### config.mk
export PLATFORM = sky130hd
export DESIGN_NAME = pattern_fifo_seq
export DESIGN_NICKNAME = d
export VERILOG_FILES = /design/src/rtl/pattern_fifo_seq.sv
export SDC_FILE = /design/constraint.sdc
export NUM_CORES = 1
export LEC_CHECK = 0
export BUFFER_PORTS_ARGS = -buffer_cell sky130_fd_sc_hd__buf_4
export CAP_MARGIN = 20
export CORE_MARGIN = 8
export CORE_UTILIZATION = 45
export DETAILED_ROUTE_END_ITERATION = 8
export GPL_ROUTABILITY_DRIVEN = 0
export HOLD_SLACK_MARGIN = 0.12
export PLACE_DENSITY_LB_ADDON = 0.08
export SETUP_SLACK_MARGIN = 0.3
export SLEW_MARGIN = 20
export SYNTH_ARGS = -nofsm -noshare
export SYNTH_HDL_FRONTEND = slang
export SYNTH_SLANG_ARGS = --single-unit
### constraint.sdc
create_clock -name clk -period 12.7 [get_ports clk]
set_clock_uncertainty 0.15 [all_clocks]
set_input_delay 2.54 -clock clk [delete_from_list [all_inputs] [get_ports clk]]
set_output_delay 2.54 -clock clk [all_outputs]
set_load 0.005 [all_outputs]
### src/rtl/pattern_fifo_seq.sv
module pattern_fifo_seq #(
  parameter int DEPTH = 10,
  parameter int TW    = 16,
  parameter int PW    = 8
) (
  input  logic                       clk,
  input  logic                       rst_n,
  input  logic                       wr1,
  input  logic                       wr2,
  input  logic [TW-1:0]              wr_time,
  input  logic [PW-1:0]              wr_pat,
  input  logic                       loop_mode,
  input  logic                       dual,
  input  logic                       start1,
  input  logic                       start2,
  input  logic [TW-1:0]              timer,
  output logic [PW-1:0]              pat_out,
  output logic [$clog2(DEPTH+1)-1:0] level1,
  output logic [$clog2(DEPTH+1)-1:0] level2,
  output logic                       ovf1,
  output logic                       ovf2
);
  localparam int AW = $clog2(DEPTH);
  localparam int CW = $clog2(DEPTH+1);

  function automatic logic [AW-1:0] wrap(input logic [AW-1:0] b, input logic [CW-1:0] o);
    logic [AW:0] s;
    s = (AW+1)'(b) + (AW+1)'(o);
    return (s >= (AW+1)'(DEPTH)) ? AW'(s - (AW+1)'(DEPTH)) : AW'(s);
  endfunction

  logic [1:0][TW-1:0] rd_t;
  logic [1:0][PW-1:0] rd_p;
  logic [1:0][CW-1:0] lvl;
  logic [1:0]         ovf_v;
  logic [AW-1:0]      rp;
  logic               sel;

  wire          act  = dual & sel;
  wire          strt = start1 | (start2 & dual);
  wire [CW-1:0] off  = loop_mode ? CW'(rp) : '0;
  wire          hit  = !strt && (off < lvl[act]) && (rd_t[act] == timer);

  for (genvar f = 0; f < 2; f++) begin : g_q
    logic [TW-1:0] tmem [DEPTH];
    logic [PW-1:0] pmem [DEPTH];
    logic [AW-1:0] hd;
    logic [CW-1:0] cnt;
    logic          ovf;
    wire           wr   = (f == 0) ? wr1 : wr2;
    wire           push = wr && (cnt < CW'(DEPTH));
    wire           pop  = hit && !loop_mode && (act == 1'(f));
    wire [AW-1:0]  tail = wrap(hd, cnt);
    wire [AW-1:0]  rdi  = wrap(hd, off);

    always_ff @(posedge clk)
      if (push) begin
        tmem[tail] <= wr_time;
        pmem[tail] <= wr_pat;
      end

    always_ff @(posedge clk)
      if (!rst_n) begin
        hd  <= '0;
        cnt <= '0;
        ovf <= 1'b0;
      end else begin
        cnt <= cnt + CW'(push) - CW'(pop);
        if (pop) hd <= wrap(hd, CW'(1));
        ovf <= ovf | (wr & ~push);
      end

    assign rd_t[f]  = tmem[rdi];
    assign rd_p[f]  = pmem[rdi];
    assign lvl[f]   = cnt;
    assign ovf_v[f] = ovf;
  end

  always_ff @(posedge clk)
    if (!rst_n) begin
      rp      <= '0;
      sel     <= 1'b0;
      pat_out <= '0;
    end else if (strt) begin
      rp  <= '0;
      sel <= !start1;
    end else if (hit) begin
      pat_out <= rd_p[act];
      if (loop_mode) begin
        if (CW'(rp) + CW'(1) < lvl[act]) rp <= rp + AW'(1);
        else begin
          rp  <= '0;
          sel <= dual && !act;
        end
      end else if (lvl[act] == CW'(1) && dual && !act) begin
        sel <= 1'b1;
      end
    end

  assign level1 = lvl[0];
  assign level2 = lvl[1];
  assign ovf1   = ovf_v[0];
  assign ovf2   = ovf_v[1];

  AST_LEVEL_BOUND: assert property (@(posedge clk) disable iff (!rst_n)
    (level1 <= CW'(DEPTH)) && (level2 <= CW'(DEPTH)));
  AST_FULL_WRITE: assert property (@(posedge clk) disable iff (!rst_n)
    (wr1 && level1 == CW'(DEPTH)) |=> ovf1);
  AST_OVF_STICKY: assert property (@(posedge clk) disable iff (!rst_n)
    (ovf1 || ovf2) |=> ($past(ovf1) -> ovf1) && ($past(ovf2) -> ovf2));
  AST_HOLD: assert property (@(posedge clk) disable iff (!rst_n)
    !hit |=> $stable(pat_out));
  AST_SINGLE_POP: assert property (@(posedge clk) disable iff (!rst_n)
    (hit && !loop_mode && !act && !wr1) |=> level1 == CW'($past(level1) - 1'b1));
  AST_LOOP_KEEP: assert property (@(posedge clk) disable iff (!rst_n)
    (loop_mode && !wr1 && !wr2) |=> $stable(level1) && $stable(level2));
  AST_START_BLOCKS: assert property (@(posedge clk) disable iff (!rst_n)
    strt |=> $stable(pat_out));
endmodule

==> tab_implementation.tex, run 1 <==
\begin{tabular}{lr}
\hline
Metric & Value \\
\hline
\multicolumn{2}{l}{\textbf{Global route}} \\
Global-route wire length before repair & around 100 mm \\
Remaining global-route overflow & 0 \\
Pin count of the biggest net entering global routing & 76 \\
GR Util All Layers & 0.211 \\
Via count of the first global-routing pass & approximately 15000 \\
Number of antenna violations at the first check in global routing & 0 \\
\multicolumn{2}{l}{\textbf{Yosys}} \\
Register bit count reported by yosys & 511 \\
Biggest area contributors in the synthesized netlist & sky130\_fd\_sc\_hd\_\_edfxtp\_1, sky130\_fd\_sc\_hd\_\_mux4\_2, sky130\_fd\_sc\_hd\_\_mux2i\_1, sky130\_fd\_sc\_hd\_\_dfxtp\_1, sky130\_fd\_sc\_hd\_\_ha\_1 \\
Top flip-flop cell by instance count after synthesis & sky130\_fd\_sc\_hd\_\_edfxtp\_1 \\
FFs w/ async S/R, synth & 0 \\
Yosys Warn Count & 0 \\
Cell accounting for the most synthesized area & sky130\_fd\_sc\_hd\_\_edfxtp\_1 \\
Number of enable flip-flop cells after synthesis & 480 \\
Netlist Area Pre-Place & roughly 24000 um\^{}2 \\
Dominant cell by count in the synthesized netlist & sky130\_fd\_sc\_hd\_\_edfxtp\_1 \\
Number of instances in the synthesized netlist & 1676 \\
Synth unique cells & 93 \\
Leading cell types by count after synthesis & sky130\_fd\_sc\_hd\_\_edfxtp\_1, sky130\_fd\_sc\_hd\_\_nand2\_1, sky130\_fd\_sc\_hd\_\_mux2i\_1 \\
Simple-gate area share of the yosys netlist & 0.0726 \\
Fraction of synthesized area in multiplexers & 0.139 \\
Synth Net Count & around 1800 \\
Mean area per synthesized cell & $\sim$14 um\^{}2 \\
Adder and majority cell fraction of the synthesized area & 0.0254 \\
Synthesized-area fraction occupied by ao, oa, aoi and oai cells & 0.107 \\
Portion of the post-synthesis area used by sequential elements & 0.620 \\
XOR/XNOR share of the synthesized area & 0.0116 \\
Area share of the largest cell type after synthesis & 0.594 \\
Largest family of logic cells by synthesized area & multiplexers \\
\multicolumn{2}{l}{\textbf{CTS}} \\
Setup repair bufs after CTS & 0 \\
Cts hold-fix bufs & 0 \\
CTS Sinks & a little over 500 \\
Clock insertion delay at the later pin of the skew report & 0.61 ns \\
Post-CTS Resized & 0 \\
Clock transition time at the flip-flop clock pins of the worst setup and hold paths & approximately 0.060 ns \\
Clock tree from TritonCTS & done \\
Clock root cell & sky130\_fd\_sc\_hd\_\_clkbuf\_16 \\
Number of H-tree branching levels & 2 \\
Max Root-Sink Buffers & 3 \\
Cts bufs inserted & 54 \\
\multicolumn{2}{l}{\textbf{Job}} \\
Max-cap violations & 0 \\
\multicolumn{2}{l}{\textbf{Worst setup path}} \\
Critical path endpoint category & flop \\
Startpoint of the most critical register-to-register path & rp[1] \\
Slowest cell on the critical path & sky130\_fd\_sc\_hd\_\_a31oi\_2 \\
Worst Path Max Fanout & 23 \\
Type of the setup path with the least slack & input port to flop \\
Kind of cell with the highest combined delay on the critical path & simple AND/OR/NAND/NOR gates \\
Critical path buffer and inverter count & 6 \\
Register-to-Register Path Depth & 28 \\
CP required & about 13 ns \\
Delay of the slowest critical-path stage & 0.90 ns \\
R2r endpoint & level2[2] \\
Cell occurring most often along the worst timing path & sky130\_fd\_sc\_hd\_\_inv\_1 \\
R2R Setup Slk & between 4 and 5 ns \\
Endpoint arrival time on the critical path & roughly 10 ns \\
Nature of the critical path startpoint & input port \\
\multicolumn{2}{l}{\textbf{Pwr}} \\
Power per unit of standard cell area & 149 nW/um\^{}2 \\
Pleak & between 8 and 9 nW \\
Worst-case vdd ir drop & approximately 120 uV \\
\multicolumn{2}{l}{\textbf{Route}} \\
Vias per cell & 6.12 \\
Initial DRT Pass Iterations & 5 \\
DR WL/cell & roughly 26 um \\
Final wirelength & roughly 65 mm \\
Final antenna-violating net count & 0 \\
Vias & between 15000 and 20000 \\
Violation count after the first detailed-routing iteration & between 1000 and 1500 \\
Final routed DRC violation total & 0 \\
\multicolumn{2}{l}{\textbf{Finish}} \\
Post-route design area & 27400 um\^{}2 \\
Filler cells & about 4500 \\
Share of cells above drive strength 1 & 0.206 \\
Util after Layout & 0.511 \\
Layout Nets & $\sim$1800 \\
Growth of design area from synthesis to finish & 12.8\% \\
\multicolumn{2}{l}{\textbf{Run status}} \\
Status & finished, final reports clean \\
\multicolumn{2}{l}{\textbf{Timing}} \\
Achievable frequency & 99.6 MHz \\
Final setup TNS & 0 ns \\
Max-slew violation count & 0 \\
Transition time at the pin with the least slew margin & 1.06 ns \\
Setup repair after global routing missed its margin & no \\
Period Utilization, post-route & 0.790 \\
Slack of the critical path & 2.66 ns \\
Min cycle time layout & 10.04 ns \\
Slew Limit Headroom & 0.296 \\
Final Hold Viols & 0 \\
Final setup violating endpoints & 0 \\
\multicolumn{2}{l}{\textbf{Floorplan}} \\
Number of rows created at floorplan & 85 \\
Number of placed I/O pins & 66 \\
Overall die width & about 250 um \\
Die area & slightly above 60000 um\^{}2 \\
Initial core utilization & 0.453 \\
Placeable Area & 53600 um\^{}2 \\
Vertical die dimension & around 250 um \\
\multicolumn{2}{l}{\textbf{Placed design}} \\
Worst setup slack after placement & between 2 and 2.5 ns \\
Area of placed instances & about 26000 um\^{}2 \\
Dpl hpwl & slightly above 40 mm \\
Quantity of I/O buffers inserted on ports & 65 \\
\multicolumn{2}{l}{\textbf{Min path}} \\
Hold Path End & ovf2 \\
Hold wc startpoint & ovf2 \\
Class of the tightest hold or removal check & flop to flop \\
Hold-critical path depth & 1 \\
\hline
\end{tabular}
## stage by stage
step / hold WS [ns] / instances / total power (W)
after floorplan: 0.314 / 1676 / 0.00228
after global placement: 0.304 / 2368 / 0.00246
after detailed placement: 0.316 / 2368 / 0.00247
after CTS: 0.330 / 2470 / 0.00412
after global routing: 0.351 / 2470 / 0.00422
final: 0.322 / 2471 / 0.00408
## state kept, by name (all words and copies together), names as in the netlist
name and count:
g_q.hd 8, g_q.pmem 160, g_q.tmem 320, level1 4
level2 4, ovf1 1, ovf2 1, pat_out 8
rp 4, sel 1
## worst max-delay path by stage
| stage | startpoint | end | slack (ns) | cells past startpoint |
|---|---|---|---|---|
| after floorplan | loop_mode | level2[2] | 4.13 | 32 |
| after global placement | loop_mode | level2[3] | 2.53 | 29 |
| after detailed placement | loop_mode | level2[2] | 2.17 | 29 |
| after CTS | loop_mode | level2[2] | 2.82 | 29 |
| after global routing | loop_mode | level2[3] | 2.03 | 29 |
| final | loop_mode | level2[2] | 2.66 | 29 |
## routing by layer
| metal | GRT usage | routed length, um | share of wire | vias up |
|---|---|---|---|---|
| met1 | 0.289 | 28900 | 0.44 | 7718 |
| met2 | 0.348 | 31000 | 0.47 | 495 |
| met4 | 0.0613 | 1580 | 0.024 | 0 |
| met3 | 0.0342 | 3830 | 0.059 | 101 |
| met5 | 0 | 0 | 0 | - |
| li1 | - | - | - | 6817 |
## where the power goes
| part | internal, W | leakage (nW) | switching (W) | total, W |
|---|---|---|---|---|
| Clock | 0.000983 | 0.899 | 0.000665 | 0.00165 |
| Sequential | 0.00197 | 4.60 | 0.0000408 | 0.00201 |
| Combinational | 0.000154 | 3.48 | 0.000264 | 0.000417 |
## cell usage in the layout, fill, tap and decap left out, drive strengths merged, types with 15 or more instances in the layout
master and count:
edfxtp 480, nand2 117, mux2i 103, buf 100, mux4 86, nor2 81, a21oi 70, clkbuf 70
o21ai 60, ha 42, mux2 35, inv 33, nand3 32, a211oi 32, dfxtp 31, nor3 29
nor2b 25, a31oi 21, o221ai 20, clkinv 18, xnor2 17, a221oi 15, xor2 15
## layout make-up
type	instances	area, um^2	share of cell area
multi-input cells	1029	8730	0.319
flip-flops and latches	511	15000	0.549
diodes	1	2.50	0.0000914
repair buffers	100	751	0.0274
clock inverters	32	420	0.0154
inverters	32	120	0.00439
well taps	696	871	0.0318
clock buffers	70	1430	0.0523
## logic make-up after synthesis
logic type                 count (synthesis)
DFF                                      511
AOI/OAI and AO/OA                        364
and+or+nand+nor                          362
muxes                                    224
buffers and inverters                    136
adders and majority gates                 47
xor gates and xnor gates                  32
Note: power is estimated with default switching activity, not from simulation.
==> run 2: changes to the inputs <==
==> constraint.sdc (replaced) <==
create_clock -name clk -period 9.5 [get_ports clk]
set_clock_uncertainty 0.15 [all_clocks]
set_input_delay 1.9 -clock clk [delete_from_list [all_inputs] [get_ports clk]]
set_output_delay 1.9 -clock clk [all_outputs]
set_load 0.005 [all_outputs]
==> tab_implementation.tex, run 2 (synthesis gave the netlist of run 1 again) <==
\begin{tabular}{lr}
\hline
Metric & Value \\
\hline
\multicolumn{2}{l}{\textbf{Run status}} \\
Status & finished, final reports clean (unchanged) \\
\multicolumn{2}{l}{\textbf{Floorplan}} \\
Placeable Area & 53600 um\^{}2 (unchanged) \\
Die area & 61600 um\^{}2 (unchanged) \\
Vertical die dimension & 248 um (unchanged) \\
Initial core utilization & 0.453 (unchanged) \\
Number of rows created at floorplan & 85 (unchanged) \\
Overall die width & 248 um (unchanged) \\
Number of placed I/O pins & 66 (unchanged) \\
\multicolumn{2}{l}{\textbf{CTS}} \\
Clock insertion delay at the later pin of the skew report & 0.62 ns (was 0.61 ns) \\
Clock tree from TritonCTS & done (unchanged) \\
Cts bufs inserted & 54 (unchanged) \\
Post-CTS Resized & 0 (unchanged) \\
Clock transition time at the flip-flop clock pins of the worst setup and hold paths & 0.06 ns (about the same) \\
Cts hold-fix bufs & 0 (unchanged) \\
Max Root-Sink Buffers & 3 (unchanged) \\
Setup repair bufs after CTS & 0 (unchanged) \\
CTS Sinks & 511 (unchanged) \\
Number of H-tree branching levels & 2 (unchanged) \\
Clock root cell & sky130\_fd\_sc\_hd\_\_clkbuf\_16 (unchanged) \\
\multicolumn{2}{l}{\textbf{Route}} \\
Vias per cell & 6.10 (was 6.12) \\
DR WL/cell & 26.1 um (was 26.5 um) \\
Initial DRT Pass Iterations & 5 (unchanged) \\
Final wirelength & 64.8 mm (was 65.4 mm) \\
Final antenna-violating net count & 0 (unchanged) \\
Vias & 15200 (was 15100) \\
Violation count after the first detailed-routing iteration & 1322 (was 1217) \\
Final routed DRC violation total & 0 (unchanged) \\
\multicolumn{2}{l}{\textbf{Pwr}} \\
Combinational share of power & 0.105 (was 0.102) \\
Clock power frac & 0.393 (was 0.404) \\
Worst-case vdd ir drop & 173 uV (was 117 uV) \\
Power per unit of standard cell area & 196 nW/um\^{}2 (was 149 nW/um\^{}2) \\
Switching share of power & 0.244 (was 0.238) \\
Internal cell power & 0.00405 W (was 0.00311 W) \\
Relative contribution of sequential cells to total power & 0.502 (was 0.494) \\
Post-route total power & 0.00536 W (was 0.00408 W) \\
Net switching power & 0.00131 W (was 0.000970 W) \\
Pleak & 9.03 nW (was 8.98 nW) \\
\multicolumn{2}{l}{\textbf{Timing}} \\
Achievable frequency & 117 MHz \\
Min cycle time layout & between 8 and 9 ns \\
Final setup violating endpoints & 0 (unchanged) \\
Setup repair after global routing missed its margin & no (unchanged) \\
Period Utilization, post-route & 0.898 \\
Slew Limit Headroom & 0.361 (was 0.296) \\
Final Hold Viols & 0 (unchanged) \\
Final setup TNS & 0 ns (unchanged) \\
Max-slew violation count & 0 (unchanged) \\
Transition time at the pin with the least slew margin & 0.958 ns (was 1.06 ns) \\
\multicolumn{2}{l}{\textbf{Worst setup path}} \\
Endpoint arrival time on the critical path & 8.84 ns (was 10.34 ns) \\
CP required & 9.81 ns (was 13.01 ns) \\
Critical path endpoint category & flop (unchanged) \\
R2R Setup Slk & 1.75 ns (was 4.14 ns) \\
Startpoint of the most critical register-to-register path & rp[1] (unchanged) \\
Register-to-Register Path Depth & 26 (was 28) \\
Type of the setup path with the least slack & input port to flop (unchanged) \\
R2r endpoint & level2[2] (unchanged) \\
Worst Path Max Fanout & 21 (was 23) \\
Nature of the critical path startpoint & input port (unchanged) \\
\multicolumn{2}{l}{\textbf{Global route}} \\
Pin count of the biggest net entering global routing & 76 (unchanged) \\
Global-route wire length before repair & 96.9 mm (was 97.3 mm) \\
GR Util All Layers & 0.211 (about the same) \\
Number of antenna violations at the first check in global routing & 0 (unchanged) \\
Via count of the first global-routing pass & 15000 (was 15100) \\
Remaining global-route overflow & 0 (unchanged) \\
\multicolumn{2}{l}{\textbf{Finish}} \\
Layout Nets & 1837 (was 1822) \\
Number of flip-flops in the largest register & 320 (unchanged) \\
Share of cells above drive strength 1 & 0.212 (was 0.206) \\
Most frequent cells in the layout & sky130\_fd\_sc\_hd\_\_edfxtp\_1, sky130\_fd\_sc\_hd\_\_nand2\_1, sky130\_fd\_sc\_hd\_\_buf\_4 (was sky130\_fd\_sc\_hd\_\_edfxtp\_1, sky130\_fd\_sc\_hd\_\_nand2\_1, sky130\_fd\_sc\_hd\_\_mux2i\_1) \\
Growth of design area from synthesis to finish & 13.0\% (was 12.8\%) \\
Most common cell after layout, fill and taps aside & sky130\_fd\_sc\_hd\_\_edfxtp\_1 (unchanged) \\
Leading registers by flop count & g\_q.tmem (320), g\_q.pmem (160) (unchanged) \\
Most flop-heavy register & g\_q.tmem (unchanged) \\
\multicolumn{2}{l}{\textbf{Min path}} \\
Hold Path End & ovf2 (unchanged) \\
Class of the tightest hold or removal check & flop to flop (unchanged) \\
Hold-critical path depth & 1 (unchanged) \\
Hold wc startpoint & ovf2 (unchanged) \\
\multicolumn{2}{l}{\textbf{Job}} \\
Max-cap violations & 0 (unchanged) \\
\multicolumn{2}{l}{\textbf{Placed design}} \\
Dpl hpwl & 41.8 mm (was 40.8 mm) \\
Quantity of I/O buffers inserted on ports & 65 (unchanged) \\
\hline
\end{tabular}
run 2: cell types whose count changed in the layout (fill, tap and decap cells not counted), moves of 2 or more:
cell / previous run / this run
sky130_fd_sc_hd__clkbuf_16: 54 / 56
sky130_fd_sc_hd__clkbuf_1: 14 / 11
sky130_fd_sc_hd__clkbuf_8: 2 / 5
sky130_fd_sc_hd__clkinv_1: 3 / 6
sky130_fd_sc_hd__clkinv_2: 11 / 13
sky130_fd_sc_hd__clkinv_4: 3 / 1
sky130_fd_sc_hd__bufinv_16: 9 / 3
sky130_fd_sc_hd__buf_4: 100 / 115
run 2: cell type report:
type                            instances  area [um^2]
Multi-Input combinational cell       1029         8730
Sequential cell                       511        15000
Clock inverter                         30          280
Tap cell                              696          871
Timing Repair Buffer                  115          863
Antenna cell                            1         2.50
Fill cell                            4525        26200
Inverter                               32          120
Clock buffer                           72         1510
run 2: worst max path at each step:
stage / startpoint / endpoint / slack [ns] / cells past startpoint
after floorplan: loop_mode / level2[2] / 1.57 / 32
after global placement: loop_mode / level2[2] / 0.45 / 27
after detailed placement: loop_mode / level2[3] / 0.33 / 27
after CTS: loop_mode / level2[2] / 0.94 / 27
after global routing: loop_mode / level2[2] / 0.43 / 27
final: loop_mode / level2[2] / 0.97 / 27
run 2: metal layers:
| metal | up-vias | global-route usage | share of wire |
|---|---|---|---|
| li1 | 6849 | - | - |
| met1 | 7752 | 0.291 | 0.44 |
| met2 | 481 | 0.344 | 0.48 |
| met3 | 85 | 0.0376 | 0.062 |
| met4 | 0 | 0.0516 | 0.020 |
| met5 | - | 0 | 0 |
run 2: worst max-delay path, cell delays in order:
cell	delay (ns)
sky130_fd_sc_hd__buf_4	0.19
sky130_fd_sc_hd__and2_1	0.25
sky130_fd_sc_hd__ha_4	0.20
sky130_fd_sc_hd__ha_2	0.21
sky130_fd_sc_hd__a32o_1	0.26
sky130_fd_sc_hd__or3_1	0.34
sky130_fd_sc_hd__and2_1	0.24
sky130_fd_sc_hd__inv_2	0.27
sky130_fd_sc_hd__ha_1	0.38
sky130_fd_sc_hd__nand2_2	0.24
sky130_fd_sc_hd__o211ai_2	0.43
sky130_fd_sc_hd__and2_1	0.65
sky130_fd_sc_hd__a2111oi_0	0.22
sky130_fd_sc_hd__nor4_1	0.59
sky130_fd_sc_hd__a31oi_1	0.15
sky130_fd_sc_hd__xor2_1	0.31
sky130_fd_sc_hd__o2111ai_1	0.31
sky130_fd_sc_hd__and3b_1	0.33
sky130_fd_sc_hd__nand2_1	0.15
sky130_fd_sc_hd__inv_1	0.10
sky130_fd_sc_hd__ha_1	0.23
sky130_fd_sc_hd__inv_1	0.06
sky130_fd_sc_hd__ha_1	0.15
sky130_fd_sc_hd__inv_1	0.06
sky130_fd_sc_hd__fa_1	0.37
sky130_fd_sc_hd__xor2_1	0.17
sky130_fd_sc_hd__nor2_1	0.05
run 2: power by group through the flow:
stage                     registers [W]  clock network [W]  logic [W]
final                           0.00269            0.00211   0.000562
after floorplan                 0.00272                  0   0.000324
after global placement          0.00273                  0   0.000563
after detailed placement        0.00274                  0   0.000569
after global routing            0.00270            0.00224   0.000613
after CTS                       0.00269            0.00215   0.000572
run 2: metrics by stage:
step	hold slack, ns	cell area [um^2]	worst slack, ns	std cells	util
floorplan	0.314	24300	1.57	1676	-
global placement	0.303	25600	0.453	2383	0.478
detailed placement	0.304	25600	0.330	2383	0.478
CTS	0.318	27400	0.935	2485	0.511
global route	0.332	27400	0.429	2485	0.511
finish	0.314	27400	0.971	2486	0.511
==> run 3: changes to the inputs <==
==> constraint.sdc (replaced) <==
create_clock -name clk -period 9.4 [get_ports clk]
set_clock_uncertainty 0.15 [all_clocks]
set_input_delay 1.88 -clock clk [delete_from_list [all_inputs] [get_ports clk]]
set_output_delay 1.88 -clock clk [all_outputs]
set_load 0.005 [all_outputs]
==> tab_implementation.tex, run 3 (synthesis gave the netlist of run 1 again) <==
\begin{tabular}{lr}
\hline
Metric & Value \\
\hline
\multicolumn{2}{l}{\textbf{Finish}} \\
Area occupied by multi-input gates & 8730 um\^{}2 (unchanged) \\
FF/Latch Area & 15000 um\^{}2 (unchanged) \\
Most frequent cells in the layout & sky130\_fd\_sc\_hd\_\_edfxtp\_1, sky130\_fd\_sc\_hd\_\_buf\_4, sky130\_fd\_sc\_hd\_\_nand2\_1 (was sky130\_fd\_sc\_hd\_\_edfxtp\_1, sky130\_fd\_sc\_hd\_\_nand2\_1, sky130\_fd\_sc\_hd\_\_buf\_4) \\
Growth of design area from synthesis to finish & 13.5\% (was 13.0\%) \\
Number of flip-flops in the largest register & 320 (unchanged) \\
Layout Nets & 1844 (was 1837) \\
Share of cells above drive strength 1 & 0.214 (was 0.212) \\
Most common cell after layout, fill and taps aside & sky130\_fd\_sc\_hd\_\_edfxtp\_1 (unchanged) \\
Leading registers by flop count & g\_q.tmem (320), g\_q.pmem (160) (unchanged) \\
Util after Layout & 0.514 (was 0.511) \\
Most flop-heavy register & g\_q.tmem (unchanged) \\
Filler cells & 4575 (was 4525) \\
Ant. Diodes & 0 (was 1) \\
Final Non-Filler Cells & 2492 (was 2486) \\
\multicolumn{2}{l}{\textbf{Worst setup path}} \\
Register-to-Register Path Depth & 25 (was 26) \\
Kind of cell with the highest combined delay on the critical path & simple AND/OR/NAND/NOR gates (unchanged) \\
Type of the setup path with the least slack & input port to flop (unchanged) \\
Cell occurring most often along the worst timing path & sky130\_fd\_sc\_hd\_\_ha\_1 \\
Endpoint arrival time on the critical path & 8.93 ns (was 8.84 ns) \\
Critical path endpoint category & flop (unchanged) \\
Startpoint of the most critical register-to-register path & rp[1] (unchanged) \\
CP required & 9.71 ns (was 9.81 ns) \\
Critical path buffer and inverter count & 5 (unchanged) \\
Nature of the critical path startpoint & input port (unchanged) \\
Slowest cell on the critical path & sky130\_fd\_sc\_hd\_\_nor4\_1 (was sky130\_fd\_sc\_hd\_\_and2\_1) \\
R2r endpoint & level1[2] (was level2[2]) \\
R2R Setup Slk & 1.55 ns (was 1.75 ns) \\
Worst Path Max Fanout & 21 (unchanged) \\
Delay of the slowest critical-path stage & 0.68 ns (was 0.65 ns) \\
\multicolumn{2}{l}{\textbf{Global route}} \\
Pin count of the biggest net entering global routing & 84 (was 76) \\
Remaining global-route overflow & 0 (unchanged) \\
Global-route wire length before repair & 98.3 mm (was 96.9 mm) \\
Global route hottest layer & met2 (unchanged) \\
Number of antenna violations at the first check in global routing & 0 (unchanged) \\
Grt met3 use & 0.0315 (was 0.0376) \\
GR Util All Layers & 0.213 (was 0.211) \\
Met2 layer usage reported by global route & 0.350 (was 0.344) \\
Via count of the first global-routing pass & 15200 (was 15000) \\
Met1 Use GR & 0.296 (was 0.291) \\
\multicolumn{2}{l}{\textbf{Floorplan}} \\
Number of rows created at floorplan & 85 (unchanged) \\
Number of placed I/O pins & 66 (unchanged) \\
Initial core utilization & 0.453 (unchanged) \\
Die area & 61600 um\^{}2 (unchanged) \\
Vertical die dimension & 248 um (unchanged) \\
Placeable Area & 53600 um\^{}2 (unchanged) \\
Overall die width & 248 um (unchanged) \\
\multicolumn{2}{l}{\textbf{Timing}} \\
Period Utilization, post-route & 0.917 \\
Achievable frequency & roughly 120 MHz \\
Final Hold Viols & 0 (unchanged) \\
Final setup violating endpoints & 0 (unchanged) \\
Max-slew violation count & 0 (unchanged) \\
Slack of the critical path & 0.782 ns (was 0.971 ns) \\
Transition time at the pin with the least slew margin & 0.969 ns (was 0.958 ns) \\
Slew Limit Headroom & 0.354 (was 0.361) \\
Min cycle time layout & about 8.6 ns \\
Final setup TNS & 0 ns (unchanged) \\
Setup repair after global routing missed its margin & no (unchanged) \\
\multicolumn{2}{l}{\textbf{Min path}} \\
Hold-critical path depth & 1 (unchanged) \\
Hold Path End & ovf2 (unchanged) \\
Class of the tightest hold or removal check & flop to flop (unchanged) \\
Hold wc startpoint & ovf2 (unchanged) \\
\multicolumn{2}{l}{\textbf{CTS}} \\
Cts hold-fix bufs & 0 (unchanged) \\
Setup repair bufs after CTS & 0 (unchanged) \\
Max Root-Sink Buffers & 3 (unchanged) \\
Clock transition time at the flip-flop clock pins of the worst setup and hold paths & 0.06 ns (about the same) \\
Cts bufs inserted & 55 (was 54) \\
Post-CTS Resized & 0 (unchanged) \\
Clock root cell & sky130\_fd\_sc\_hd\_\_clkbuf\_16 (unchanged) \\
CTS Sinks & 511 (unchanged) \\
Number of H-tree branching levels & 2 (unchanged) \\
Clock tree from TritonCTS & done (unchanged) \\
Clock insertion delay at the later pin of the skew report & 0.62 ns (about the same) \\
\multicolumn{2}{l}{\textbf{Placed design}} \\
Dpl hpwl & 42.2 mm (was 41.8 mm) \\
Placed Cells incl. Taps & 2389 (was 2383) \\
Worst setup slack after placement & 0.295 ns (was 0.330 ns) \\
Quantity of I/O buffers inserted on ports & 65 (unchanged) \\
\multicolumn{2}{l}{\textbf{Pwr}} \\
Worst-case vdd ir drop & 214 uV (was 173 uV) \\
Pleak & 9.09 nW (was 9.03 nW) \\
Power per unit of standard cell area & 200 nW/um\^{}2 (was 196 nW/um\^{}2) \\
Post-route total power & 0.00550 W (was 0.00536 W) \\
\multicolumn{2}{l}{\textbf{Route}} \\
Violation count after the first detailed-routing iteration & 1419 (was 1322) \\
Final antenna-violating net count & 0 (unchanged) \\
Final routed DRC violation total & 0 (unchanged) \\
Vias per cell & 6.09 (was 6.10) \\
Vias & 15200 (about the same) \\
DR WL/cell & 26.1 um (about the same) \\
Final wirelength & 65.1 mm (was 64.8 mm) \\
Initial DRT Pass Iterations & 5 (unchanged) \\
\multicolumn{2}{l}{\textbf{Job}} \\
Max-cap violations & 0 (unchanged) \\
\multicolumn{2}{l}{\textbf{Run status}} \\
Status & finished, final reports clean (unchanged) \\
\hline
\end{tabular}
==> run 3: changes by cell type in the layout (fill, tap and decap cells not counted), sizes merged <==
| cell | delta |
|---|---|
| buf | +6 |
| bufinv | +3 |
| diode | -1 |
| inv | -2 |
==> run 3: layout make-up <==
type	count	share of cell area
Inverter	32	0.00436
Sequential cell	511	0.546
Clock buffer	72	0.0549
Multi-Input combinational cell	1029	0.317
Tap cell	696	0.0316
Timing Repair Buffer	121	0.0334
Clock inverter	31	0.0127
==> run 3: where the power goes <==
part	switching (W)	total, W	internal [W]
clock network	0.000911	0.00221	0.00130
registers	0.0000555	0.00272	0.00266
logic	0.000362	0.000570	0.000208
total	0.00133	0.00550	0.00417
==> run 3: per-layer routing <==
| metal | wire (um) | vias up |
|---|---|---|
| li1 | - | 6851 |
| met1 | 29100 | 7747 |
| met2 | 31200 | 472 |
| met3 | 3360 | 101 |
| met4 | 1410 | 0 |
| met5 | 0 | - |
==> run 3: worst max-delay path by stage <==
stage               startpoint   endpoint  depth (start not counted)
floorplan            loop_mode  level2[2]                         32
global placement     loop_mode  level1[3]                         26
detailed placement   loop_mode  level1[2]                         26
CTS                  loop_mode  level1[2]                         26
global route         loop_mode  level2[3]                         28
finish               loop_mode  level1[2]                         26
==> run 3: per-stage QoR <==
step           instance area, um^2  hold WS, ns
3_3_place_gp                 25700        0.302
5_1_grt                      27500        0.332
3_5_place_dp                 25700        0.305
4_1_cts                      27500        0.319
2_1_floorplan                24300        0.314
6_report                     27500        0.314
